<file path="config.mk">
export PLATFORM = sky130hd
export DESIGN_NAME = spis_top
export DESIGN_NICKNAME = d
export VERILOG_FILES = /design/src/rtl/spis_pkg.sv /design/src/rtl/spis_sync.sv /design/src/rtl/spis_txbuf.sv /design/src/rtl/spis_rxreg.sv /design/src/rtl/spis_core.sv /design/src/rtl/spis_top.sv
export SDC_FILE = /design/constraint.sdc
export NUM_CORES = 1
export LEC_CHECK = 0
export BUFFER_PORTS_ARGS = -buffer_cell sky130_fd_sc_hd__buf_2
export CORE_MARGIN = 2
export CORE_UTILIZATION = 51
export DETAILED_ROUTE_END_ITERATION = 8
export PLACE_DENSITY = 0.75
export SLEW_MARGIN = 15
export SYNTH_ARGS = -nofsm -noshare
export SYNTH_HDL_FRONTEND = slang
export SYNTH_SLANG_ARGS = --single-unit
</file>
<file path="constraint.sdc">
create_clock -name clk -period 1.6 [get_ports clk]
set_clock_uncertainty 0.05 [all_clocks]
set_input_delay 0.16 -clock clk [delete_from_list [all_inputs] [get_ports clk]]
set_output_delay 0.16 -clock clk [all_outputs]
set_load 0.05 [all_outputs]
</file>
<file path="src/rtl/spis_pkg.sv">
package spis_pkg;

   // Qualified serial events, already gated by the synchronized select.
   typedef struct packed {
      logic sample;   // edge on which the incoming bit is taken
      logic launch;   // edge on which the outgoing bit advances
      logic act;      // select active (synchronized)
      logic start;    // select just became active in phase-0 mode
      logic mosi;     // incoming data aligned with the clock pipeline
   } spis_evt_t;

endpackage

</file>
<file path="src/rtl/spis_sync.sv">
module spis_sync
   import spis_pkg::*;
#(
   parameter int STAGES = 2
) (
   input  logic      clk,
   input  logic      rst_n,
   input  logic      sclk_i,
   input  logic      cs_n_i,
   input  logic      mosi_i,
   input  logic      cpol_i,
   input  logic      cpha_i,
   output spis_evt_t evt_o
);

   localparam int LAST = STAGES - 1;

   logic [STAGES-1:0] sclk_q;
   logic [STAGES-1:0] csn_q;
   logic [STAGES-1:0] mosi_q;
   logic              sclk_prev;
   logic              act_prev;

   always_ff @(posedge clk or negedge rst_n) begin
      if (!rst_n) begin
         sclk_q[0] <= 1'b0;
         csn_q[0]  <= 1'b1;
         mosi_q[0] <= 1'b0;
      end else begin
         sclk_q[0] <= sclk_i;
         csn_q[0]  <= cs_n_i;
         mosi_q[0] <= mosi_i;
      end
   end

   for (genvar g = 1; g < STAGES; g++) begin : g_stage
      always_ff @(posedge clk or negedge rst_n) begin
         if (!rst_n) begin
            sclk_q[g] <= 1'b0;
            csn_q[g]  <= 1'b1;
            mosi_q[g] <= 1'b0;
         end else begin
            sclk_q[g] <= sclk_q[g-1];
            csn_q[g]  <= csn_q[g-1];
            mosi_q[g] <= mosi_q[g-1];
         end
      end
   end

   // The previous clock level is tracked even while deselected, so that
   // clock activity during a pause cannot appear as an edge on resume.
   always_ff @(posedge clk or negedge rst_n) begin
      if (!rst_n) begin
         sclk_prev <= 1'b0;
         act_prev  <= 1'b0;
      end else begin
         sclk_prev <= sclk_q[LAST];
         act_prev  <= ~csn_q[LAST];
      end
   end

   logic rise, fall, lead, trail, act;

   always_comb begin
      act   = ~csn_q[LAST];
      rise  = sclk_q[LAST] & ~sclk_prev;
      fall  = ~sclk_q[LAST] & sclk_prev;
      lead  = cpol_i ? fall : rise;
      trail = cpol_i ? rise : fall;
      evt_o.act    = act;
      evt_o.sample = act & (cpha_i ? trail : lead);
      evt_o.launch = act & (cpha_i ? lead : trail);
      evt_o.start  = act & ~act_prev & ~cpha_i;
      evt_o.mosi   = mosi_q[LAST];
   end

endmodule

</file>
<file path="src/rtl/spis_txbuf.sv">
module spis_txbuf #(
   parameter int W = 8
) (
   input  logic         clk,
   input  logic         rst_n,
   input  logic         wr_i,
   input  logic [W-1:0] data_i,
   input  logic         pop_i,
   output logic         ready_o,
   output logic         full_o,
   output logic [W-1:0] data_o
);

   logic         full_q;
   logic [W-1:0] word_q;

   always_ff @(posedge clk or negedge rst_n) begin
      if (!rst_n) begin
         full_q <= 1'b0;
         word_q <= '0;
      end else if (pop_i && full_q) begin
         full_q <= 1'b0;
      end else if (wr_i && !full_q) begin
         full_q <= 1'b1;
         word_q <= data_i;
      end
   end

   assign ready_o = ~full_q;
   assign full_o  = full_q;
   assign data_o  = word_q;

endmodule

</file>
<file path="src/rtl/spis_rxreg.sv">
module spis_rxreg #(
   parameter int W = 8
) (
   input  logic         clk,
   input  logic         rst_n,
   input  logic         push_i,
   input  logic [W-1:0] word_i,
   input  logic         rd_i,
   output logic         valid_o,
   output logic [W-1:0] data_o,
   output logic         ovf_o
);

   logic         valid_q;
   logic [W-1:0] data_q;

   always_ff @(posedge clk or negedge rst_n) begin
      if (!rst_n) begin
         valid_q <= 1'b0;
         data_q  <= '0;
      end else if (push_i) begin
         valid_q <= 1'b1;
         data_q  <= word_i;
      end else if (rd_i) begin
         valid_q <= 1'b0;
      end
   end

   assign valid_o = valid_q;
   assign data_o  = data_q;
   assign ovf_o   = push_i & valid_q & ~rd_i;

endmodule

</file>
<file path="src/rtl/spis_core.sv">
module spis_core
   import spis_pkg::*;
#(
   parameter int W = 8
) (
   input  logic         clk,
   input  logic         rst_n,
   input  spis_evt_t    evt_i,
   input  logic         hold_full_i,
   input  logic [W-1:0] hold_data_i,
   output logic         pop_o,
   output logic         urun_o,
   output logic         rx_push_o,
   output logic [W-1:0] rx_word_o,
   output logic         miso_o,
   output logic         miso_oe_o
);

   localparam int CW = (W > 2) ? $clog2(W) : 1;
   localparam logic [CW-1:0] LAST_IDX = CW'(W - 1);

   logic [W-1:0]  tx_sh;
   logic [W-1:0]  last_q;
   logic [W-2:0]  rx_sh;
   logic [CW-1:0] bit_cnt;
   logic          pend;
   logic          need_load;

   logic          last_bit;
   logic          do_load;
   logic [W-1:0]  load_word;
   logic [W-1:0]  rx_next;

   always_comb begin
      last_bit  = (bit_cnt == LAST_IDX);
      do_load   = need_load & (evt_i.launch | evt_i.start);
      load_word = hold_full_i ? hold_data_i : last_q;
      rx_next   = {rx_sh, evt_i.mosi};
   end

   // None of this state reacts to select going away: a paused word keeps
   // its position because no event is produced while deselected.
   always_ff @(posedge clk or negedge rst_n) begin
      if (!rst_n) begin
         tx_sh     <= '0;
         last_q    <= '0;
         rx_sh     <= '0;
         bit_cnt   <= '0;
         pend      <= 1'b0;
         need_load <= 1'b1;
      end else begin
         if (do_load) begin
            tx_sh     <= load_word;
            last_q    <= load_word;
            need_load <= 1'b0;
            pend      <= 1'b0;
         end else if (evt_i.launch && pend) begin
            tx_sh <= {tx_sh[W-2:0], 1'b0};
            pend  <= 1'b0;
         end
         if (evt_i.sample) begin
            rx_sh <= rx_next[W-2:0];
            pend  <= 1'b1;
            if (last_bit) begin
               bit_cnt   <= '0;
               need_load <= 1'b1;
            end else begin
               bit_cnt <= bit_cnt + 1'b1;
            end
         end
      end
   end

   assign pop_o     = do_load & hold_full_i;
   assign urun_o    = do_load & ~hold_full_i;
   assign rx_push_o = evt_i.sample & last_bit;
   assign rx_word_o = rx_next;
   assign miso_oe_o = evt_i.act;
   assign miso_o    = evt_i.act & tx_sh[W-1];

endmodule

</file>
<file path="src/rtl/spis_top.sv">
module spis_top
   import spis_pkg::*;
#(
   parameter int WORD_W      = 8,
   parameter int SYNC_STAGES = 2
) (
   input  logic              clk,
   input  logic              rst_n,
   input  logic              sclk_i,
   input  logic              cs_n_i,
   input  logic              mosi_i,
   output logic              miso_o,
   output logic              miso_oe_o,
   input  logic              cpol_i,
   input  logic              cpha_i,
   input  logic [WORD_W-1:0] tx_data_i,
   input  logic              tx_wr_i,
   output logic              tx_ready_o,
   output logic [WORD_W-1:0] rx_data_o,
   output logic              rx_valid_o,
   input  logic              rx_rd_i,
   output logic              underrun_o,
   output logic              overrun_o,
   input  logic              flag_clr_i
);

   if (WORD_W < 2 || WORD_W > 16) begin : g_bad_width
      $error("spis_top: WORD_W must lie in 2..16");
   end
   if (SYNC_STAGES < 2) begin : g_bad_sync
      $error("spis_top: SYNC_STAGES must be at least 2");
   end

   spis_evt_t         evt;
   logic              hold_full;
   logic [WORD_W-1:0] hold_data;
   logic              pop;
   logic              urun_evt;
   logic              rx_push;
   logic [WORD_W-1:0] rx_word;
   logic              ovf_evt;
   logic              urun_q;
   logic              orun_q;

   spis_sync #(.STAGES(SYNC_STAGES)) u_sync (
      .clk    (clk),
      .rst_n  (rst_n),
      .sclk_i (sclk_i),
      .cs_n_i (cs_n_i),
      .mosi_i (mosi_i),
      .cpol_i (cpol_i),
      .cpha_i (cpha_i),
      .evt_o  (evt)
   );

   spis_txbuf #(.W(WORD_W)) u_txbuf (
      .clk     (clk),
      .rst_n   (rst_n),
      .wr_i    (tx_wr_i),
      .data_i  (tx_data_i),
      .pop_i   (pop),
      .ready_o (tx_ready_o),
      .full_o  (hold_full),
      .data_o  (hold_data)
   );

   spis_core #(.W(WORD_W)) u_core (
      .clk         (clk),
      .rst_n       (rst_n),
      .evt_i       (evt),
      .hold_full_i (hold_full),
      .hold_data_i (hold_data),
      .pop_o       (pop),
      .urun_o      (urun_evt),
      .rx_push_o   (rx_push),
      .rx_word_o   (rx_word),
      .miso_o      (miso_o),
      .miso_oe_o   (miso_oe_o)
   );

   spis_rxreg #(.W(WORD_W)) u_rxreg (
      .clk     (clk),
      .rst_n   (rst_n),
      .push_i  (rx_push),
      .word_i  (rx_word),
      .rd_i    (rx_rd_i),
      .valid_o (rx_valid_o),
      .data_o  (rx_data_o),
      .ovf_o   (ovf_evt)
   );

   // Sticky error flags: a new event wins over a clear in the same cycle.
   always_ff @(posedge clk or negedge rst_n) begin
      if (!rst_n) begin
         urun_q <= 1'b0;
         orun_q <= 1'b0;
      end else begin
         urun_q <= (urun_q & ~flag_clr_i) | urun_evt;
         orun_q <= (orun_q & ~flag_clr_i) | ovf_evt;
      end
   end

   assign underrun_o = urun_q;
   assign overrun_o  = orun_q;

endmodule

</file>
==> results.sh, run 1 <==
export IMPL_wire_per_inst_um=16.5
export IMPL_total_power_uw=4470
export IMPL_yosysSeqAreaShare=0.576
export IMPL_fmax_mhz=582
export IMPL_slew_headroom=0.713
export IMPL_drc=0
export IMPL_die_y_um=73.2
export IMPL_p_clk_frac=0.176
export IMPL_dr_total_vias=1462
export IMPL_avgSynthCellArea_sq_um=15.2
export IMPL_cp_arrival_ns=1.85
export IMPL_hold_path_class="input port to flip-flop"
export IMPL_syn_nets=180
export IMPL_grt_pass1_wl_mm=7.16
export IMPL_max_cap_violations=0
export IMPL_clkTransAtPathRegs_ns=0.10
export IMPL_p_sw_frac=0.331
export IMPL_cts_inserted_buffers=5
export IMPL_setup_tns_ns=-1.96
export IMPL_fin_ws_ns=-0.119
export IMPL_violations="setup timing"
export IMPL_ys_warnings_count=0
export IMPL_syn_area_sq_um=2440
export IMPL_finalCritPeriodShare=1.07
export IMPL_ff2ff_path_depth=5
export IMPL_rsz0062_at_grt="true"
export IMPL_cts_num_sinks=56
export IMPL_start_util=0.523
export IMPL_grt_util_all_layers=0.176
export IMPL_synth_ff_latch_count=56
export IMPL_placedCellCount=253
export IMPL_drt_vias_per_instance=5.34
export IMPL_worst_pin_slew_ns=0.429
export IMPL_crit_fanout=5
export IMPL_syn_inst=160
export IMPL_gp_congestion=0.775
export IMPL_crit_path_start_kind="flip-flop"
export IMPL_slew_violations=0
export IMPL_clk_path_buf_depth=2
export IMPL_coreArea_sq_um=4660
export IMPL_routed_wl_mm=4.52
export IMPL_endpoint_kind="flip-flop"
export IMPL_cts_tree="done"
export IMPL_syn_to_final_growth_pct=27.5
export IMPL_final_nets=239
export IMPL_run_status="finished with violations"
export IMPL_whs_path_depth=2
export IMPL_n_antenna_cell=0
export IMPL_drive_gt1_frac=0.482
export IMPL_grt_pass1_vias=1516
export IMPL_worstSkewPairLatency_ns=0.30
export IMPL_root_buffer="clkbuf_8"
export IMPL_p_per_area_nw_per_um2=1440
export IMPL_final_antenna_net_count=0
export IMPL_peakVddDrop_uv=717
export IMPL_finalNonFillerCells=274
export IMPL_first_pass_iters=4
export IMPL_die_w_um=73.2
export IMPL_pre_cts_slack_ns=-0.146
export IMPL_antenna_found_initial=0
export IMPL_io_buffers=31
export IMPL_final_util=0.667
export IMPL_pin_count=32
export IMPL_dp_hpwl_mm=3.02
export IMPL_htree_num_levels=2
export IMPL_power_frac_seq=0.474
export IMPL_critPathKind="flip-flop to flip-flop"
export IMPL_synthDistinctLibCells=30
export IMPL_final_common_cell="dfrtp_1"
export IMPL_combPwrFrac=0.349
export IMPL_timing_final_hold_violations=0
export IMPL_min_period_ns=1.72
export IMPL_fp_row_count=25
export IMPL_fill_cells=339
export IMPL_internal_power_uw=2990
export IMPL_final_cell_mix="51 x dfrtp_1, 31 x mux2i_1, 31 x buf_2"
export IMPL_leakagePower_uw=0.00174
export IMPL_die_area_sq_um=5350
export IMPL_setup_viol_count_final=34
export IMPL_grt_overflow=0
export IMPL_critical_path_required_ns=1.73
export IMPL_p_sw_uw=1480
export IMPL_grt_start_max_net_pins=23
export IMPL_drtIter0Drc=69
-- flip-flops by register name, indices dropped and copies added (netlist names) --
name and count:
u_sync.evt_o 1, u_sync.csn_q 2, u_rxreg.valid_o 1, u_sync.mosi_q 1, underrun_o 1, u_txbuf.full_o 1
u_core.need_load 1, u_core.pend 1, u_core.last_q 8, u_sync.act_prev 1, u_sync.sclk_q 2, u_rxreg.data_o 8
u_sync.sclk_prev 1, u_core.bit_cnt 3, u_core.rx_sh 7, overrun_o 1, u_txbuf.data_o 8, u_core.tx_sh 8
-- power by group through the flow --
stage	logic, uW	clock network [uW]	registers (uW)
3_3_place_gp	1400	0	2110
5_1_grt	1680	862	2180
2_1_floorplan	910	0	2290
6_report	1560	789	2120
3_5_place_dp	1460	0	2140
4_1_cts	1500	811	2120
-- per-stage QoR --
stage                     cell area [sq um]  hold WS, ns
after floorplan                        2450       -0.186
after global placement                 2760       0.0458
after detailed placement               2760       0.0424
after CTS                              2940      0.00457
after global routing                   3110       0.0139
final                                  3110       0.0171
-- cell type report --
type | instances | area, sq um | area share
clock buffers | 7 | 86.3 | 0.0278
multi-input cells | 87 | 1060 | 0.341
flip-flops and latches | 56 | 1410 | 0.453
clock inverters | 1 | 7.51 | 0.00241
repair buffers | 56 | 432 | 0.139
well taps | 54 | 67.6 | 0.0217
inverters | 13 | 48.8 | 0.0157
-- cell usage after synthesis --
| cell | number | share of area |
|---|---|---|
| dfrtp_1 | 53 | 0.54 |
| nand2_1 | 3 | 0.0046 |
| mux2_4 | 17 | 0.10 |
| mux2i_1 | 31 | 0.13 |
| o22ai_1 | 2 | 0.0051 |
| nand3b_4 | 1 | 0.0082 |
| nand2b_1 | 2 | 0.0051 |
| mux2i_4 | 1 | 0.0092 |
| nor2_1 | 1 | 0.0015 |
| nor4bb_1 | 2 | 0.0082 |
| nand3_1 | 1 | 0.0021 |
| dfstp_2 | 3 | 0.032 |
| nand2b_4 | 1 | 0.0056 |
| a22o_2 | 1 | 0.0041 |
| a31o_2 | 1 | 0.0036 |
| nand3b_1 | 1 | 0.0031 |
| buf_4 | 2 | 0.0062 |
| a21o_1 | 1 | 0.0031 |
| o2111ai_1 | 1 | 0.0036 |
| buf_1 | 1 | 0.0015 |
| xor2_2 | 1 | 0.0067 |
| nor2b_1 | 2 | 0.0051 |
| nor2_4 | 1 | 0.0046 |
| o221ai_1 | 1 | 0.0036 |
| buf_12 | 2 | 0.016 |
| nand4_1 | 1 | 0.0026 |
| inv_1 | 13 | 0.020 |
| mux2_2 | 10 | 0.046 |
| clkbuf_1 | 1 | 0.0015 |
| ha_1 | 2 | 0.010 |
-- worst max-delay path, cell delays in order (launching register included) --
cell	delay, ns
dfrtp_2	0.45
buf_12	0.14
nor4bb_4	0.44
mux2i_4	0.20
mux2i_1	0.23
mux2i_1	0.10
-- logic make-up after synthesis --
logic type,count (synthesis),share of synthesized area
AND/OR/NAND/NOR,16,0.0508
XOR/XNOR,1,0.00667
flip-flops,56,0.576
adder cells (fa/ha/maj),2,0.0103
multiplexers,59,0.287
buffers and inverters,19,0.0457
AO/OA/AOI/OAI,7,0.0231
-- what timing repair did --
action                     in CTS  in global routing
resized for setup               6                 12
setup buffers                   0                  6
pin swaps                       0                  4
hold endpoints to repair       17                  0
setup endpoints to repair      35                 36
gates cloned                    1                  2
hold buffers                    4                  0
-- final timing paths --
path	from	slack [ns]	end
setup / recovery	u_sync.sclk_q[1]$_DFF_PN0_	-0.12	u_core.tx_sh[6]$_DFFE_PN0P_
hold / removal	flag_clr_i	0.02	underrun_o$_DFF_PN0_
setup reg to reg	u_sync.sclk_q[1]$_DFF_PN0_	-0.12	u_core.tx_sh[6]$_DFFE_PN0P_
hold reg to reg	u_sync.sclk_q[0]$_DFF_PN0_	0.30	u_sync.sclk_q[1]$_DFF_PN0_
max in group asynchronous	rst_n	0.62	u_core.need_load$_DFF_PN1_
min in group asynchronous	rst_n	0.23	u_sync.act_prev$_DFF_PN0_
-- layer usage --
layer | GRT usage | wire length [um] | vias up
met1 | 0.223 | 1860 | 746
met4 | 0.0535 | 21 | 0
met2 | 0.296 | 2460 | 29
li1 | - | - | 684
met3 | 0.0428 | 173 | 3
met5 | 0 | 0 | -
(Power assumes the default switching activity.)
==> run 2, diff against run 1 <==
- CORE_UTILIZATION: 51 -> 55
- CTS_CLUSTER_SIZE: unset -> 25
- PLACE_DENSITY: 0.75 -> 0.77
- clock period: 1.6 -> 2.2 ns (I/O delays scaled with it)
==> run 2 against run 1 <==
Net effect: the run now ends clean; wire length is 8.7% lower; first-iteration DRC count decreased by 38%; cell count is 7.3% lower; count of clock-buffer cells in the layout fell by 2; sequential cell count unchanged; cell area shrank 11%; hold slack better by 0.031 ns; critical path depth shrank 1; via count shrank 7.3%; sequential power down 26%; combinational power fell by 35%; critical path type unchanged; highest routed layer unchanged.
==> results.sh, run 2 (synthesis results as in run 1) <==
export IMPL_grt_overflow=0
export IMPL_worstSkewPairLatency_ns=0.31
export IMPL_start_util=0.564
export IMPL_cts_inserted_buffers=5
export IMPL_cts_resized=0
export IMPL_syn_to_final_growth_pct=13.6
export IMPL_gr_usage_met3=0.0513
export IMPL_grt_pass1_wl_mm=7.37
export IMPL_finalNonFillerCells=254
export IMPL_cts_tree="done"
export IMPL_cp_arrival_ns=2.03
export IMPL_drc=0
export IMPL_grt_busiest_layer="met2"
export IMPL_slew_headroom=0.582
export IMPL_coreArea_sq_um=4320
export IMPL_setup_tns_ns=0
export IMPL_antenna_found_initial=0
export IMPL_io_buffers=31
export IMPL_pin_count=32
export IMPL_wire_per_inst_um=16.2
export IMPL_ctsHoldBuffers=4
export IMPL_n_antenna_cell=0
export IMPL_timing_final_hold_violations=0
export IMPL_grtUsageMet1=0.228
export IMPL_dr_total_vias=1355
export IMPL_placedCellCount=242
export IMPL_grtUsageMet2=0.338
export IMPL_peakVddDrop_uv=687
export IMPL_leakagePower_uw=0.00157
export IMPL_total_power_uw=3150
export IMPL_endpoint_kind="flip-flop"
export IMPL_grt_util_all_layers=0.189
export IMPL_die_w_um=70.6
export IMPL_cts_num_sinks=56
export IMPL_crit_path_start_kind="flip-flop"
export IMPL_crit_fanout=12
export IMPL_worst_pin_slew_ns=0.627
export IMPL_clkTransAtPathRegs_ns=0.11
export IMPL_critPathKind="flip-flop to flip-flop"
export IMPL_ff2ff_path_depth=4
export IMPL_postCtsSetupBuffers=0
export IMPL_critical_path_required_ns=2.36
export IMPL_max_cap_violations=0
export IMPL_min_period_ns=1.88
export IMPL_run_status="completed"
export IMPL_grt_start_max_net_pins=30
export IMPL_drtIter0Drc=43
export IMPL_rsz0062_at_grt="false"
export IMPL_final_nets=221
export IMPL_clk_path_buf_depth=2
export IMPL_die_area_sq_um=4980
export IMPL_hold_path_class="input port to flip-flop"
export IMPL_die_y_um=70.6
export IMPL_root_buffer="clkbuf_8"
export IMPL_gp_congestion=0.863
export IMPL_slew_violations=0
export IMPL_setup_viol_count_final=0
export IMPL_routed_wl_mm=4.12
export IMPL_htree_num_levels=2
export IMPL_fmax_mhz=533
export IMPL_final_common_cell="dfrtp_1"
export IMPL_final_antenna_net_count=0
export IMPL_p_per_area_nw_per_um2=1140
export IMPL_first_pass_iters=4
export IMPL_final_cell_mix="53 x dfrtp_1, 31 x mux2i_1, 31 x buf_2"
export IMPL_drt_vias_per_instance=5.33
export IMPL_drive_gt1_frac=0.401
export IMPL_grt_pass1_vias=1556
export IMPL_whs_path_depth=2
export IMPL_finalCritPeriodShare=0.854
export IMPL_fp_row_count=24
export IMPL_dp_hpwl_mm=3.07
[run 2: layout make-up]
| class | instances | area (sq um) |
|---|---|---|
| repair buffers | 40 | 233 |
| clock buffers | 5 | 68.8 |
| well taps | 52 | 65.1 |
| fillers | 346 | 1550 |
| inverters | 13 | 48.8 |
| multi-input cells | 85 | 922 |
| clock inverters | 3 | 27.5 |
| flip-flops and latches | 56 | 1410 |
[run 2: critical path, stage by stage, from the launching register on]
cell and delay [ns]:
dfrtp_1 0.46, nand2b_1 0.20, mux2_4 0.31, nor2_4 0.36, mux2_2 0.39
[run 2: worst paths after layout]
check | slack [ns] | to | from
max | 0.32 | u_core.bit_cnt[2]$_DFFE_PN0N_ | u_sync.sclk_prev$_DFF_PN0_
min | 0.05 | underrun_o$_DFF_PN0_ | flag_clr_i
max reg2reg | 0.32 | u_core.bit_cnt[2]$_DFFE_PN0N_ | u_sync.sclk_prev$_DFF_PN0_
min reg2reg | 0.31 | u_sync.evt_o[0]$_DFF_PN0_ | u_sync.mosi_q[0]$_DFF_PN0_
max in group asynchronous | 1.03 | u_core.tx_sh[4]$_DFFE_PN0P_ | rst_n
min in group asynchronous | 0.40 | u_rxreg.data_o[6]$_DFFE_PN0P_ | rst_n
[run 2: metrics by stage]
step | utilization | worst slack, ns | hold slack (ns) | instance area, sq um
after detailed placement | 0.609 | 0.275 | 0.222 | 2630
after floorplan | - | 0.528 | -0.126 | 2440
after CTS | 0.641 | 0.321 | 0.0440 | 2770
after global placement | 0.609 | 0.357 | 0.208 | 2630
final | 0.641 | 0.322 | 0.0480 | 2770
after global routing | 0.641 | 0.242 | 0.0322 | 2770
[run 2: metal layers]
| metal | share of wire | vias up |
|---|---|---|
| li1 | - | 634 |
| met1 | 0.40 | 681 |
| met2 | 0.55 | 33 |
| met3 | 0.040 | 7 |
| met4 | 0.0092 | 0 |
| met5 | 0 | - |
[run 2: report_power, final]
group          total, uW  internal [uW]  leakage [uW]  switching, uW
clock                579            234     0.0000463            345
combinational       1010            497      0.000853            517
sequential          1560           1350      0.000673            210
total               3150           2080       0.00157           1070
